`src/rtl/irpw_pkg.sv`:
```
// Package: shared widths and register word indices of the IR pulse-width receiver.
// Assumes a 16-bit register bus addressed by word index.
package irpw_pkg;
    localparam int DATA_W = 16;
    localparam int ADDR_W = 3;

    typedef enum logic [ADDR_W-1:0] {
        A_DIV   = 3'd0,
        A_CTRL  = 3'd1,
        A_STAT  = 3'd2,
        A_LEAD  = 3'd3,
        A_CLKST = 3'd4,
        A_SHIFT = 3'd5,
        A_XFER  = 3'd6
    } reg_addr_e;

    localparam int CTRL_IEN_BIT = 0;
    localparam int CTRL_FMT_BIT = 1;
    localparam int STAT_DONE_BIT = 0;
endpackage

```
`src/rtl/irpw_sync_edge.sv`:
```
// Module: two-flop synchroniser plus edge detector for the remote input.
// Assumes the line idles high; the flops reset to 1 so no edge appears at reset.
module irpw_sync_edge (
    input  logic clk,
    input  logic rst_n,
    input  logic ir_i,
    output logic lvl_o,
    output logic fall_o,
    output logic rise_o
);
    logic s1_q, s2_q, prev_q;

    // Purpose: bring the input into the clock domain and keep one delayed copy.
    always_ff @(posedge clk) begin
        if (!rst_n) begin
            s1_q   <= 1'b1;
            s2_q   <= 1'b1;
            prev_q <= 1'b1;
        end else begin
            s1_q   <= ir_i;
            s2_q   <= s1_q;
            prev_q <= s2_q;
        end
    end

    // Purpose: single-cycle edge strobes from the synchronised level.
    always_comb begin
        lvl_o  = s2_q;
        fall_o = prev_q & ~s2_q;
        rise_o = ~prev_q & s2_q;
    end
endmodule

```
`src/rtl/irpw_divider.sv`:
```
// Module: sampling-tick divider. It counts reference pulses and emits a tick
// every DIV+1 pulses. A falling edge of the remote input realigns it to 0.
// Assumes tick_i is a one-clock strobe.
module irpw_divider #(
    parameter int CNT_W = 8
) (
    input  logic             clk,
    input  logic             rst_n,
    input  logic             tick_i,
    input  logic             resync_i,
    input  logic [CNT_W-1:0] div_i,
    output logic [CNT_W-1:0] cnt_o,
    output logic             samp_o
);
    logic [CNT_W-1:0] cnt_q;

    // Purpose: the tick fires when a reference pulse finds the counter at the limit.
    always_comb begin
        samp_o = tick_i && (cnt_q == div_i) && !resync_i;
        cnt_o  = cnt_q;
    end

    // Purpose: advance, wrap or realign the division counter.
    always_ff @(posedge clk) begin
        if (!rst_n) begin
            cnt_q <= '0;
        end else if (resync_i) begin
            cnt_q <= '0;
        end else if (tick_i) begin
            if (cnt_q == div_i) cnt_q <= '0;
            else                cnt_q <= cnt_q + 1'b1;
        end
    end
endmodule

```
`src/rtl/irpw_decoder.sv`:
```
// Module: measures low stretches in sampling ticks, classifies them as bits
// or a leader, assembles words and hands completed words to a transfer register.
// Assumes bits start with a falling edge and end with the next rising edge.
module irpw_decoder #(
    parameter int DATA_W = 16,
    parameter int LEN_W  = 8,
    parameter int THR_A  = 4,
    parameter int THR_B  = 8
) (
    input  logic              clk,
    input  logic              rst_n,
    input  logic              samp_i,
    input  logic              lvl_i,
    input  logic              fall_i,
    input  logic              rise_i,
    input  logic              fmt_i,
    input  logic [LEN_W-1:0]  lead_i,
    output logic [DATA_W-1:0] shift_o,
    output logic [DATA_W-1:0] xfer_o,
    output logic [$clog2(DATA_W)-1:0] bcnt_o,
    output logic              leader_o,
    output logic              word_done_o
);
    localparam int BC_W = $clog2(DATA_W);
    localparam logic [LEN_W-1:0] LEN_MAX = {LEN_W{1'b1}};
    localparam logic [BC_W-1:0]  LAST_BIT = BC_W'(DATA_W - 1);

    logic [LEN_W-1:0]  low_q;
    logic              armed_q;
    logic [DATA_W-1:0] sr_q, xfer_q;
    logic [BC_W-1:0]   bcnt_q;
    logic [LEN_W-1:0]  thr;
    logic              bit_val, close_bit;
    logic [DATA_W-1:0] sr_next;

    // Purpose: pick the threshold and classify the stretch that is closing.
    always_comb begin
        thr         = fmt_i ? LEN_W'(THR_B) : LEN_W'(THR_A);
        bit_val     = (low_q > thr);
        close_bit   = rise_i && armed_q;
        leader_o    = close_bit && (lead_i != '0) && (low_q >= lead_i);
        word_done_o = close_bit && !leader_o && (bcnt_q == LAST_BIT);
        sr_next     = {sr_q[DATA_W-2:0], bit_val};
        shift_o     = sr_q;
        xfer_o      = xfer_q;
        bcnt_o      = bcnt_q;
    end

    // Purpose: low-stretch length counter, saturating, armed by a falling edge.
    always_ff @(posedge clk) begin
        if (!rst_n) begin
            low_q   <= '0;
            armed_q <= 1'b0;
        end else if (fall_i) begin
            low_q   <= '0;
            armed_q <= 1'b1;
        end else if (rise_i) begin
            armed_q <= 1'b0;
        end else if (samp_i && !lvl_i && armed_q && low_q != LEN_MAX) begin
            low_q <= low_q + 1'b1;
        end
    end

    // Purpose: shift register, bit count and transfer register updates.
    always_ff @(posedge clk) begin
        if (!rst_n) begin
            sr_q   <= '0;
            xfer_q <= '0;
            bcnt_q <= '0;
        end else if (leader_o) begin
            sr_q   <= '0;
            bcnt_q <= '0;
        end else if (close_bit) begin
            sr_q <= sr_next;
            if (word_done_o) begin
                xfer_q <= sr_next;
                bcnt_q <= '0;
            end else begin
                bcnt_q <= bcnt_q + 1'b1;
            end
        end
    end
endmodule

```
`src/rtl/irpw_regs.sv`:
```
// Module: register file with full-word writes, a write-1-to-clear completion
// flag and a combinational read mux. Assumes writes complete in one cycle.
module irpw_regs
    import irpw_pkg::*;
#(
    parameter int CNT_W = 8,
    parameter int LEN_W = 8
) (
    input  logic              clk,
    input  logic              rst_n,
    input  logic              reg_we,
    input  logic [1:0]        reg_be,
    input  logic [ADDR_W-1:0] reg_addr,
    input  logic [DATA_W-1:0] reg_wdata,
    output logic [DATA_W-1:0] reg_rdata,
    input  logic [CNT_W-1:0]  cnt_i,
    input  logic [DATA_W-1:0] shift_i,
    input  logic [DATA_W-1:0] xfer_i,
    input  logic              word_done_i,
    output logic [CNT_W-1:0]  div_o,
    output logic [LEN_W-1:0]  lead_o,
    output logic              fmt_o,
    output logic              done_o,
    output logic              irq_o
);
    logic [CNT_W-1:0] div_q;
    logic [LEN_W-1:0] lead_q;
    logic             ien_q, fmt_q, done_q;
    logic             wr_ok;

    // Purpose: only a write with both byte lanes enabled is accepted.
    always_comb wr_ok = reg_we && (reg_be == 2'b11);

    // Purpose: writable configuration registers.
    always_ff @(posedge clk) begin
        if (!rst_n) begin
            div_q  <= '0;
            lead_q <= '0;
            ien_q  <= 1'b0;
            fmt_q  <= 1'b0;
        end else if (wr_ok) begin
            case (reg_addr)
                A_DIV:  div_q  <= reg_wdata[CNT_W-1:0];
                A_LEAD: lead_q <= reg_wdata[LEN_W-1:0];
                A_CTRL: begin
                    ien_q <= reg_wdata[CTRL_IEN_BIT];
                    fmt_q <= reg_wdata[CTRL_FMT_BIT];
                end
                default: ;
            endcase
        end
    end

    // Purpose: sticky completion flag; setting wins over a same-cycle clear.
    always_ff @(posedge clk) begin
        if (!rst_n)
            done_q <= 1'b0;
        else if (word_done_i)
            done_q <= 1'b1;
        else if (wr_ok && reg_addr == A_STAT && reg_wdata[STAT_DONE_BIT])
            done_q <= 1'b0;
    end

    // Purpose: read mux; the clock status returns the complemented counter.
    always_comb begin
        reg_rdata = '0;
        case (reg_addr)
            A_DIV:   reg_rdata[CNT_W-1:0] = div_q;
            A_CTRL:  begin
                reg_rdata[CTRL_IEN_BIT] = ien_q;
                reg_rdata[CTRL_FMT_BIT] = fmt_q;
            end
            A_STAT:  reg_rdata[STAT_DONE_BIT] = done_q;
            A_LEAD:  reg_rdata[LEN_W-1:0] = lead_q;
            A_CLKST: reg_rdata[CNT_W-1:0] = ~cnt_i;
            A_SHIFT: reg_rdata = shift_i;
            A_XFER:  reg_rdata = xfer_i;
            default: reg_rdata = '0;
        endcase
    end

    // Purpose: drive configuration and interrupt outputs.
    always_comb begin
        div_o  = div_q;
        lead_o = lead_q;
        fmt_o  = fmt_q;
        done_o = done_q;
        irq_o  = done_q && ien_q;
    end
endmodule

```
`src/rtl/irpw_receiver.sv`:
```
// Module: top of the IR pulse-width receiver. It connects the input
// synchroniser, the sampling divider, the bit decoder and the register file.
// Assumes a demodulated, idle-high input and a one-clock reference pulse.
module irpw_receiver
    import irpw_pkg::*;
#(
    parameter int CNT_W = 8,
    parameter int LEN_W = 8,
    parameter int THR_A = 4,
    parameter int THR_B = 8
) (
    input  logic              clk,
    input  logic              rst_n,
    input  logic              tick_i,
    input  logic              ir_i,
    input  logic              reg_we,
    input  logic [1:0]        reg_be,
    input  logic [ADDR_W-1:0] reg_addr,
    input  logic [DATA_W-1:0] reg_wdata,
    output logic [DATA_W-1:0] reg_rdata,
    output logic              irq_o
);
    logic                      lvl, fall, rise, samp;
    logic [CNT_W-1:0]          div_q, clk_cnt;
    logic [LEN_W-1:0]          lead_q;
    logic                      fmt_q, done_q;
    logic [DATA_W-1:0]         shift_q, xfer_q;
    logic [$clog2(DATA_W)-1:0] bit_cnt;
    logic                      leader_hit, word_done;

    irpw_sync_edge u_sync (
        .clk(clk), .rst_n(rst_n), .ir_i(ir_i),
        .lvl_o(lvl), .fall_o(fall), .rise_o(rise)
    );

    irpw_divider #(.CNT_W(CNT_W)) u_div (
        .clk(clk), .rst_n(rst_n), .tick_i(tick_i), .resync_i(fall),
        .div_i(div_q), .cnt_o(clk_cnt), .samp_o(samp)
    );

    irpw_decoder #(
        .DATA_W(DATA_W), .LEN_W(LEN_W), .THR_A(THR_A), .THR_B(THR_B)
    ) u_dec (
        .clk(clk), .rst_n(rst_n), .samp_i(samp), .lvl_i(lvl),
        .fall_i(fall), .rise_i(rise), .fmt_i(fmt_q), .lead_i(lead_q),
        .shift_o(shift_q), .xfer_o(xfer_q), .bcnt_o(bit_cnt),
        .leader_o(leader_hit), .word_done_o(word_done)
    );

    irpw_regs #(.CNT_W(CNT_W), .LEN_W(LEN_W)) u_regs (
        .clk(clk), .rst_n(rst_n), .reg_we(reg_we), .reg_be(reg_be),
        .reg_addr(reg_addr), .reg_wdata(reg_wdata), .reg_rdata(reg_rdata),
        .cnt_i(clk_cnt), .shift_i(shift_q), .xfer_i(xfer_q),
        .word_done_i(word_done), .div_o(div_q), .lead_o(lead_q),
        .fmt_o(fmt_q), .done_o(done_q), .irq_o(irq_o)
    );
endmodule

```
`config.mk`:
```
export PLATFORM = sky130hd
export DESIGN_NAME = irpw_receiver
export DESIGN_NICKNAME = d
export VERILOG_FILES = /design/src/rtl/irpw_pkg.sv /design/src/rtl/irpw_sync_edge.sv /design/src/rtl/irpw_divider.sv /design/src/rtl/irpw_decoder.sv /design/src/rtl/irpw_regs.sv /design/src/rtl/irpw_receiver.sv
export SDC_FILE = /design/constraint.sdc
export NUM_CORES = 1
export LEC_CHECK = 0
export CAP_MARGIN = 25
export CORE_MARGIN = 2
export CORE_UTILIZATION = 48
export DETAILED_ROUTE_END_ITERATION = 8
export GPL_ROUTABILITY_DRIVEN = 0
export GPL_TIMING_DRIVEN = 0
export MAX_ROUTING_LAYER = met4
export PLACE_DENSITY_LB_ADDON = 0.2
export SETUP_SLACK_MARGIN = 0.2
export SYNTH_ARGS = -nofsm -noshare
export SYNTH_HDL_FRONTEND = slang
export SYNTH_SLANG_ARGS = --single-unit
```
`constraint.sdc`:
```
create_clock -name clk -period 2.32 [get_ports clk]
set_clock_uncertainty 0.2 [all_clocks]
set_input_delay 0.348 -clock clk [delete_from_list [all_inputs] [get_ports clk]]
set_output_delay 0.348 -clock clk [all_outputs]
set_load 0.01 [all_outputs]
```
; ---- Word-level counts from Yosys, hierarchy flattened
; Index checks and enable logic that the tools add are counted.
[word_totals]
regBits = 75
out_inout_bits = 17
input_bits = 26
[classes]
mux = 11
order_cmp = 2
eq_ne = 10
n_reduce_logical = 28
n_bitwise = 8
addsub = 3
[op_table]
columns = operator, count
row1 = $pmux W6 S5, 1
row2 = $add A8 B1 Y8 const B, 2
row3 = $pmux W8 S2, 1
row4 = $logic_and A1 B1 Y1, 14
row5 = $eq A3 B3 Y1 const B, 3
row6 = $eq A8 B8 Y1, 1
row7 = $ge A8 B8 Y1, 1
row8 = $gt A8 B8 Y1, 1
row9 = $mux W4, 2
row10 = $mux W8, 1
row11 = $ne A8 B8 Y1 const B, 1
row12 = $not A8 Y8, 1
row13 = $reduce_and A2 Y1, 4
row14 = $reduce_bool A8 Y1, 1
row15 = $pmux W1 S7, 1
row16 = $eq A3 B2 Y1 const B, 2
row17 = $pmux W1 S6, 1
row18 = $not A1 Y1, 5
row19 = $add A4 B1 Y4 const B, 1
row20 = $eq A4 B4 Y1 const B, 1
row21 = $mux W1, 4
row22 = $reduce_bool A2 Y1, 2
row23 = $reduce_or A2 Y1, 2
row24 = $eq A3 B1 Y1 const B, 1
row25 = 5 further kinds, 8

; ---- Logic depth before layout (Yosys ltp)
; Gate-level depths: netlist of the first run.
[depth]
depth_word = 9
ltp_mapped = 9
mapped_depth_nobuf = 7

; ---- By module
; A second synthesis of the first run with hierarchy kept.
[hier_totals]
cells_unflattened = 463
hier_area_um2 = 3912.5
[by_module_without_submodules]
columns = mod, seq_area_each_um2, n_inst, area_each_um2, cells_each
row1 = irpw_decoder, 900.9, 1, 2072.0, 247
row2 = irpw_regs, 380.4, 1, 1298.7, 159
row3 = irpw_divider, 160.2, 1, 450.4, 49
row4 = irpw_sync_edge, 60.1, 1, 91.3, 8

; ---- Worst setup path after synthesis of the first run
; OpenSTA, ideal clock, no wires.
[synth_timing]
path_kind = flip-flop to flip-flop
startpoint = reg u_regs.lead_q[1] (netlist: u_regs.lead_o[1])
endpoint = reg u_dec.xfer_q[10] (netlist: u_dec.xfer_o[10])
path_slack_ps = 132
stages_incl_launch_ff = 10
period_less_slack_ps = 2188
arrival_time_ps = 1917
required_ps = 2048
path_cell_list = dfxtp_1 -> inv_1 -> ha_1 -> nor2b_1 -> o211a_1 -> o311ai_2 -> and2_1 -> buf_6 -> buf_6 -> mux2i_1
[synth_between]
elab_chain_cells = 7
elab_cells_between_ends = 9
cone_classes = order compare (1) / bitwise (1) / reduce/logical (7)
[synth_lines]
columns = element, line_no
row1 = "start, declared", irpw_regs.sv:27  ; logic [LEN_W-1:0] lead_q;
row2 = "start signal, assigned", irpw_regs.sv:44  ; A_LEAD: lead_q <= reg_wdata[LEN_W-1:0];
row3 = "parallel branches: the longest is 2 deep, another holds $ge A8 B8 Y1", n/a
row4 = $logic_and A1 B1 Y1 *, irpw_decoder.sv:41  ; leader_o = close_bit && (lead_i != '0) && (low_q >= lead_i);
row5 = $logic_not A1 Y1, irpw_decoder.sv:42  ; word_done_o = close_bit && !leader_o && (bcnt_q == LAST_BIT);
row6 = $logic_and A1 B1 Y1 (2 in series), irpw_decoder.sv:42
row7 = $reduce_and A3 Y1 (no source line) *, n/a
row8 = "end signal, assigned", irpw_decoder.sv:76  ; xfer_q <= sr_next;
row9 = "end, declared", irpw_decoder.sv:30  ; logic [DATA_W-1:0] sr_q, xfer_q;
; Every way passes the cells marked *.
; A chain may end at the register's enable or synchronous reset.

; ---- Worst setup path in the final report of the first run
[layout_timing]
startpoint = reg u_dec.low_q[1]
endpoint = reg u_dec.xfer_q[13] (netlist: u_dec.xfer_o[13])
[layout_between]
elab_chain_cells = 6
elab_cells_between_ends = 7
cone_classes = order compare (1) / bitwise (1) / reduce/logical (5)
[layout_lines]
columns = element, line_no
row1 = "start, declared", irpw_decoder.sv:28  ; logic [LEN_W-1:0] low_q;
row2 = "start signal, assigned", irpw_decoder.sv:60  ; low_q <= low_q + 1'b1;
row3 = $ge A8 B8 Y1 *, irpw_decoder.sv:41
row4 = $logic_and A1 B1 Y1 *, irpw_decoder.sv:41
row5 = $logic_not A1 Y1, irpw_decoder.sv:42
row6 = $logic_and A1 B1 Y1 (2 in series), irpw_decoder.sv:42
row7 = $reduce_and A3 Y1 (no source line) *, n/a
; Mark *: on every way between the ends. The rest lies on a longest branch, timed or not.

==> impl_metrics.py, run 1 <==
metrics = {
    "power": {
        "design_power_total_mw": 2.56,
        "powerDensity_nw_per_um2": 488,
        "p_leak_nw": 1.86,
        "ir_drop_v": 0.000290,
    },
    "placement": {
        "dp_worst_setup_slack_ps": -809,
        "dpl.hpwl_um": 6860,
        "numPortBuffers": 31,
        "place_area_um2": 4330,
    },
    "critical_path": {
        "r2r-start": "u_dec.low_q[1]",
        "crit_chain": "ha_4 > nor2b_4 > o211a_1 > o311ai_4 > and2_4 > buf_8 > buf_12 > buf_12 > mux2i_1",
        "crit_required_ps": 2400,
        "criticalPathCategory": "register to register",
        "slowest_delay_ps": 360,
        "crit_path_frequent_cell": "buf_12",
        "cp.arrival_ps": 2370,
        "crit_path_end_kind": "register",
        "rrSetupSlack_ps": 30,
        "start_kind": "register",
        "reg2reg_to": "u_dec.xfer_o[13]",
        "slowest_stage": "dfxtp_4",
        "path_max_fanout": 5,
        "crit_start": "u_dec.low_q[1]",
        "r2r_cells": 9,
    },
    "logic_synthesis": {
        "ys_seq_area_frac": 0.386,
        "ys_seq_elements": 75,
        "synth_flop_cell": "dfxtp_1",
        "synth_edf_count": 0,
        "netlist_instances": 466,
        "synth_fp_nets": 508,
        "synth_cell_types": 46,
        "netlist_area_um2": 3890,
        "yosysWarnings": 0,
        "postSynthAreaPerCell_um2": 8.35,
        "async_flop_share": 0,
    },
    "routing": {
        "totalWireLength_um": 10900,
        "routedWlPerCell_um": 17.2,
        "routed-via-count": 3549,
        "viasPerCell": 5.57,
        "ant_nets": 0,
        "drc": 0,
        "drt_iter0_drc": 139,
        "first_pass_iters": 6,
    },
    "clock_tree": {
        "clock_latency_ps": 350,
        "tritoncts": "built",
        "clk_pin_slew_ps": 80,
        "cts.sinks": 75,
        "cts_root_buf": "clkbuf_8",
        "cts_max_level": 3,
        "cts_buffers": 9,
        "cts_buffer_depth": 2,
    },
    "grt": {
        "gr-usage-met3": 0.0337,
        "grt.overflow.total": 0,
        "grt.total_usage": 0.256,
        "grt.busiest_layer": "met2",
        "grt_pass1_wl_um": 17200,
        "antenna_found_initial": 0,
        "grt_util_met2": 0.438,
        "grtUsageMet1": 0.310,
        "grt_pass1_vias": 3512,
        "grt_max_degree": 13,
    },
    "final_layout": {
        "area.growth.synth_to_final_pct": 35.0,
        "final_net_count": 572,
        "layout_common_cells": "nand2_1 (80), dfxtp_1 (55), nor2_1 (39), mux2i_1 (39), a21oi_2 (26)",
        "final_common_cell": "nand2_1",
        "drive_gt1_frac": 0.275,
        "antenna_cells": 0,
        "finalInstanceArea_um2": 5250,
    },
    "sta": {
        "finalSetupViolations": 0,
        "hold_viol": 0,
        "max_slew_margin": 0.475,
        "final-max-slew-violation-count": 0,
        "worst_pin_slew_ps": 781,
        "clock.fmax_mhz": 437,
        "hold-worst-slack_ps": 210,
        "timing.final.crit_share": 0.986,
        "tns_ps": 0,
        "grt_setup_unrepaired": "true",
        "timing.final.ws_setup_ps": 32.6,
        "min_period_ps": 2290,
    },
    "die": {
        "die_w_um": 94.0,
        "die_area_um2": 8840,
        "dieHeight_um": 94.0,
        "start_util": 0.498,
        "pin_count": 43,
        "coreArea_um2": 7810,
        "row_count": 32,
    },
    "flow_run": {
        "cap_violations": 0,
    },
    "outcome": {
        "outcome": "completed",
    },
    "hold_path": {
        "whs_endpoint": "u_sync.lvl_o",
        "min_path_type": "register to register",
        "min_from": "u_sync.s1_q",
        "hold_path_depth": 1,
    },
}
-- cell usage after synthesis, types with 2 or more instances --
master     n  area (um2)
inv_1     18        67.6
nand4_1    6        37.5
nor2_1    44         165
nor4_4     2        42.5
a22oi_1    8        60.1
xnor2_1   15         131
clkbuf_1  20        75.1
a21oi_1   43         215
buf_6      2        22.5
o21ai_0    3        15.0
nand2b_1   3        18.8
dfxtp_1   75        1500
nand2_1   82         308
nand3_1   10        50.1
a211oi_1   2        15.0
buf_1      3        11.3
xor2_1     5        43.8
ha_1      16         200
a31oi_1    3        18.8
mux2i_1   39         390
nor2b_1   26         163
nor4_1     5        31.3
nor3_1     2        10.0
and2_1     3        18.8
a221oi_1   8        70.1
buf_2      3        15.0
-- where the power goes --
part | internal [mW] | switching [mW]
logic | 0.108 | 0.149
registers | 1.28 | 0.00911
clock network | 0.521 | 0.493
-- through the flow --
| stage | std cells | util |
|---|---|---|
| 3_3_place_gp | 599 | 0.555 |
| 4_1_cts | 631 | 0.637 |
| 5_1_grt | 637 | 0.673 |
| 6_report | 637 | 0.673 |
| 2_1_floorplan | 466 | - |
| 3_5_place_dp | 599 | 0.555 |
-- critical path, delay by kind of cell, from the launching register on --
kind            cells  cell delay [ps]
compound gates      2              550
fa+ha+maj           1              250
buf+inv             3              330
flops               1              360
mux                 1              170
simple gates        2              340
-- cell families after synthesis --
| family | after synthesis | synth area share |
|---|---|---|
| buffers and inverters | 46 | 0.0492 |
| AO/OA/AOI/OAI | 81 | 0.136 |
| XOR/XNOR | 20 | 0.0450 |
| flip-flops | 75 | 0.386 |
| multiplexers | 39 | 0.100 |
| AND/OR/NAND/NOR | 189 | 0.232 |
| adder cells (fa/ha/maj) | 16 | 0.0514 |
-- registers in the layout, indices dropped and copies added, names as in the netlist, 4 cells and up --
name / count
u_dec.shift_o: 16
u_dec.xfer_o: 16
u_dec.low_q: 8
u_div.cnt_o: 8
u_regs.div_o: 8
u_regs.lead_o: 8
u_dec.bcnt_o: 4
-- what timing repair did --
| item | 4_1_cts | 5_1_grt |
|---|---|---|
| gates resized for setup | 102 | 86 |
| buffers inserted | 13 | 6 |
| pin swaps | 11 | 16 |
| setup endpoints to repair | 61 | 67 |
| gates cloned | 3 | 0 |
| hold buffers | 0 | 0 |
-- how the worst max path moves through the flow --
stage,end,cells past startpoint,slack [ps]
global placement,reg_rdata[0],7,-810
floorplan,u_dec.low_q[5],7,210
finish,u_dec.xfer_o[13],9,30
global route,u_dec.xfer_o[8],10,-50
CTS,u_dec.xfer_o[14],10,30
detailed placement,reg_rdata[0],7,-810
-- per-layer routing --
layer,part of all wire,vias to the layer above
li1,-,1725
met1,0.42,1714
met2,0.51,88
met3,0.052,22
met4,0.018,0
met5,0,-
-- area by class of cell --
| type | count | area, um2 |
|---|---|---|
| fillers | 609 | 2550 |
| clock inverters | 5 | 52.6 |
| well taps | 102 | 128 |
| flip-flops and latches | 75 | 1550 |
| clock buffers | 11 | 141 |
| repair buffers | 53 | 523 |
| inverters | 18 | 70.1 |
| multi-input cells | 345 | 2570 |
| plain buffers | 28 | 213 |
(Power assumes the default switching activity.)
==> inputs of run 2 (changes only) <==
==> constraint.sdc (replaced) <==
create_clock -name clk -period 2.2 [get_ports clk]
set_clock_uncertainty 0.2 [all_clocks]
set_input_delay 0.33 -clock clk [delete_from_list [all_inputs] [get_ports clk]]
set_output_delay 0.33 -clock clk [all_outputs]
set_load 0.01 [all_outputs]
==> run 2 against run 1 <==
Combinational power grew 7%. Register-to-register slack better by 20 ps. Cell count shrank 0.31%.
==> impl_metrics.py, run 2 (same netlist as run 1, synthesis figures left out) <==
metrics = {
    "flow_run": {
        "cap_violations": 0,
    },
    "placement": {
        "place_area_um2": 4330,
        "numPortBuffers": 31,
        "dp_cells": 599,
        "dpl.hpwl_um": 7090,
    },
    "clock_tree": {
        "tritoncts": "built",
        "clock_latency_ps": 350,
        "cts.sinks": 75,
        "cts_root_buf": "clkbuf_8",
        "clk_pin_slew_ps": 80,
        "cts_max_level": 3,
        "cts_buffers": 9,
        "cts_buffer_depth": 2,
    },
    "hold_path": {
        "min_path_type": "register to register",
    },
    "sta": {
        "hold-worst-slack_ps": 204,
        "clock.fmax_mhz": 466,
        "max_slew_margin": 0.491,
        "timing.final.crit_share": 0.976,
        "min_period_ps": 2150,
        "grt_setup_unrepaired": "true",
        "final-max-slew-violation-count": 0,
        "worst_pin_slew_ps": 758,
        "tns_ps": 0,
        "hold_viol": 0,
        "finalSetupViolations": 0,
    },
    "critical_path": {
        "cp.arrival_ps": 2220,
        "start_kind": "register",
        "crit_required_ps": 2270,
        "criticalPathCategory": "register to register",
        "path_max_fanout": 7,
        "crit_path_end_kind": "register",
    },
    "power": {
        "ir_drop_v": 0.000275,
        "powerDensity_nw_per_um2": 487,
        "p_leak_nw": 1.85,
    },
    "routing": {
        "drc": 0,
        "first_pass_iters": 4,
        "drt_iter0_drc": 178,
        "routedWlPerCell_um": 17.1,
        "viasPerCell": 5.55,
        "ant_nets": 0,
        "totalWireLength_um": 10900,
        "routed-via-count": 3526,
    },
    "die": {
        "pin_count": 43,
        "die_w_um": 94.0,
        "row_count": 32,
        "die_area_um2": 8840,
        "dieHeight_um": 94.0,
        "coreArea_um2": 7810,
        "start_util": 0.498,
    },
    "final_layout": {
        "area.growth.synth_to_final_pct": 32.9,
        "finalInstanceArea_um2": 5170,
        "antenna_cells": 0,
        "final_common_cell": "nand2_1",
        "final-instance-count-excl-fill": 635,
        "final_util": 0.662,
        "drive_gt1_frac": 0.289,
        "layout_common_cells": "nand2_1 (81), dfxtp_1 (54), nor2_1 (39), mux2i_1 (39)",
        "final_net_count": 572,
        "fillers": 642,
    },
    "outcome": {
        "outcome": "completed",
    },
    "grt": {
        "grt_pass1_wl_um": 16800,
        "grt_pass1_vias": 3452,
        "grt.overflow.total": 0,
        "grt.total_usage": 0.250,
        "grt_max_degree": 12,
        "antenna_found_initial": 0,
    },
}
-- run 2: report_power, final --
group	internal [mW]	total (mW)	switching [mW]	leakage (nW)
clock network	0.390	0.881	0.491	0.0815
logic	0.117	0.275	0.158	1.15
registers	1.35	1.36	0.00899	0.616
total	1.86	2.52	0.659	1.85
-- run 2: stage by stage --
stage,power [mW],setup WS [ps]
floorplan,1.52,106
detailed placement,1.61,-916
CTS,2.51,16.7
global placement,1.61,-902
global route,2.61,-55.8
finish,2.52,52.3
-- run 2: area by class of cell --
| type | instances | area, um2 | share of cell area |
|---|---|---|---|
| flip-flops and latches | 75 | 1550 | 0.299 |
| plain buffers | 28 | 224 | 0.0433 |
| well taps | 102 | 128 | 0.0247 |
| multi-input cells | 345 | 2590 | 0.501 |
| clock buffers | 10 | 128 | 0.0247 |
| clock inverters | 4 | 20.0 | 0.00387 |
| inverters | 18 | 67.6 | 0.0131 |
| repair buffers | 53 | 465 | 0.0900 |
-- run 2: final timing paths --
check / start / endpoint / slack [ps] / cells after the start
hold / removal: u_sync.s1_q / u_sync.lvl_o / 200 / 1
setup / recovery: u_regs.lead_o[1] / u_dec.xfer_o[7] / 50 / 9
hold reg to reg: u_sync.s1_q / u_sync.lvl_o / 200 / 1
setup reg to reg: u_regs.lead_o[1] / u_dec.xfer_o[7] / 50 / 9
-- run 2: timing repair --
item                                    CTS  global route
pin swaps                                13            15
buffers inserted                         11             7
hold buffers                              0             0
gates resized for setup                 140            57
endpoints found under the setup margin   69            65
gates cloned                              3             1
-- run 2: critical path, stage by stage, from the launching register on --
cell and delay [ps]:
dfxtp_2 340, inv_2 40, ha_4 250, nor2b_4 120, o211a_1 240, o311ai_4 260
and2_4 200, buf_8 120, buf_8 130, mux2i_1 180
-- run 2: layer usage --
layer  share of wire  global-route usage  vias to the layer above  routed length (um)
li1                -                   -                     1727                   -
met1            0.44               0.297                     1712                4830
met2            0.50               0.423                       72                5470
met3           0.038              0.0433                       15                 412
met4           0.015               0.100                        0                 165
met5               0                   -                        -                   0
==> inputs of run 3 (changes only) <==
==> constraint.sdc (replaced) <==
create_clock -name clk -period 2.2 [get_ports clk]
set_clock_uncertainty 0.2 [all_clocks]
set_input_delay 0.33 -clock clk [delete_from_list [all_inputs] [get_ports clk]]
set_output_delay 0.33 -clock clk [all_outputs]
set_load 0.005 [all_outputs]
==> run 3 against run 2 <==
Power grew 1.0%. Combinational power grew 8.0%. Worst setup slack lost 6.7 ps. Via count grew 2.4%. Sequential cell count is the same. Sequential share of layout area shrank 0.71 points. Count of clock-buffer cells in the layout is the same. Core utilization grew 1.8 points. Final area grew 2.8%. Cell count grew 0.79%. Non-clock buffer count grew 5. Wire length grew 2.9%. Largest cell class unchanged. Highest routed layer unchanged.
==> impl_metrics.py, run 3 (same netlist as run 1, synthesis figures left out) <==
metrics = {
    "routing": {
        "met2WireLength_um": 5490,
        "top_layer": "met4",
        "dr_wl_met3_um": 527,
        "first_pass_iters": 5,
        "totalWireLength_um": 11200,
        "wl_met1_um": 4950,
        "routedWlPerCell_um": 17.5,
        "drc": 0,
        "drt_iter0_drc": 158,
        "routed-via-count": 3609,
        "ant_nets": 0,
        "viasPerCell": 5.64,
    },
    "die": {
        "start_util": 0.498,
        "die_area_um2": 8840,
        "pin_count": 43,
        "coreArea_um2": 7810,
        "row_count": 32,
        "die_w_um": 94.0,
        "dieHeight_um": 94.0,
    },
    "hold_path": {
        "min_path_type": "register to register",
        "min_from": "u_sync.s1_q",
        "hold_path_depth": 1,
        "whs_endpoint": "u_sync.lvl_o",
    },
    "sta": {
        "worst_pin_slew_ps": 716,
        "grt_setup_unrepaired": "true",
        "min_period_ps": 2150,
        "hold_viol": 0,
        "max_slew_margin": 0.519,
        "clock.fmax_mhz": 464,
        "timing.final.crit_share": 0.979,
        "final-max-slew-violation-count": 0,
        "finalSetupViolations": 0,
        "tns_ps": 0,
    },
    "final_layout": {
        "drive_gt1_frac": 0.314,
        "final_net_count": 577,
        "layout_common_cells": "nand2_1 (81), dfxtp_1 (50), mux2i_1 (39), nor2_1 (38), a21oi_2 (27)",
        "area.growth.synth_to_final_pct": 36.5,
        "final_util": 0.680,
        "finalInstanceArea_um2": 5310,
        "antenna_cells": 0,
        "final_common_cell": "nand2_1",
    },
    "placement": {
        "dpl.hpwl_um": 7090,
        "place_area_um2": 4330,
        "numPortBuffers": 31,
    },
    "critical_path": {
        "path_max_fanout": 7,
        "crit_path_end_kind": "register",
        "criticalPathCategory": "register to register",
        "start_kind": "register",
        "crit_required_ps": 2270,
        "cp.arrival_ps": 2230,
        "rrSetupSlack_ps": 50,
        "r2r_cells": 8,
        "r2r-start": "u_regs.lead_o[3]",
        "reg2reg_to": "u_dec.xfer_o[6]",
    },
    "grt": {
        "grt_pass1_vias": 3547,
        "antenna_found_initial": 0,
        "grt_pass1_wl_um": 17400,
        "grt_max_degree": 12,
        "grt.overflow.total": 0,
        "grt.total_usage": 0.261,
    },
    "clock_tree": {
        "cts.sinks": 75,
        "cts_root_buf": "clkbuf_8",
        "postCtsHoldBufs": 0,
        "clock_latency_ps": 350,
        "cts_max_level": 3,
        "cts_buffer_depth": 2,
        "clk_pin_slew_ps": 80,
        "tritoncts": "built",
        "cts_buffers": 9,
    },
    "power": {
        "powerDensity_nw_per_um2": 479,
        "ir_drop_v": 0.000274,
        "p_leak_nw": 1.91,
        "design_power_total_mw": 2.55,
    },
    "flow_run": {
        "cap_violations": 0,
    },
    "outcome": {
        "outcome": "completed",
    },
}
==> run 3: cell count changes in the layout (fill, tap and decap cells not counted), moves of 2 or more <==
cell / change
a21oi_1: -4
dfxtp_1: -4
clkbuf_8: +4
clkdlybuf4s15_1: +2
a21oi_2: +4
clkbuf_4: -3
nor4_2: +2
buf_2: -6
buf_4: +5
clkbuf_2: +4
dfxtp_2: +4
==> run 3: power breakdown <==
| group | internal [mW] | switching (mW) | total [mW] |
|---|---|---|---|
| logic | 0.133 | 0.164 | 0.297 |
| registers | 1.35 | 0.00945 | 1.36 |
| clock network | 0.390 | 0.494 | 0.884 |
==> run 3: worst max-delay path by stage <==
| stage | startpoint | end | slack (ps) | cells after the start |
|---|---|---|---|---|
| floorplan | u_regs.lead_o[1] | u_dec.xfer_o[10] | 110 | 9 |
| global placement | reg_addr[2] | reg_rdata[0] | -870 | 7 |
| detailed placement | reg_addr[2] | reg_rdata[0] | -880 | 7 |
| CTS | u_dec.low_q[1] | u_dec.xfer_o[7] | 20 | 8 |
| global route | u_regs.lead_o[3] | u_dec.xfer_o[1] | -60 | 8 |
| finish | u_regs.lead_o[3] | u_dec.xfer_o[6] | 50 | 8 |
==> run 3: routing by layer <==
metal | track usage | vias to the layer above
met3 | 0.0441 | 24
met1 | 0.314 | 1759
li1 | - | 1732
met5 | - | -
met4 | 0.116 | 0
met2 | 0.431 | 94
==> run 3: area by class of cell <==
type                       count  area [um2]
fill                         604        2490
clock inverter                 4        20.0
inverter                      18        67.6
sequential                    75        1550
tap                          102         128
timing repair buffer          58         539
clock buffer                  10         128
buffer                        28         249
multi-input combinational    345        2630
==> run 3: critical path: stages, from the launching register on <==
cell and delay, ps:
dfxtp_4 390, inv_1 60, ha_1 320, nor2b_2 180, o311ai_4 290, and2_4 200
buf_8 120, buf_8 130, mux2i_1 170
==> run 3: repair_timing <==
item,4_1_cts,5_1_grt
cloned,5,1
gates resized for setup,141,69
pin swaps,17,15
buffers inserted,17,4
endpoints found under the setup margin,69,62
==> run 3: per-stage QoR <==
step / instances / worst slack (ps) / hold slack (ps)
2_1_floorplan: 466 / 106 / 186
3_5_place_dp: 599 / -882 / 193
4_1_cts: 635 / 16.7 / 200
6_report: 640 / 45.6 / 199
3_3_place_gp: 599 / -867 / 191
5_1_grt: 640 / -62.8 / 219
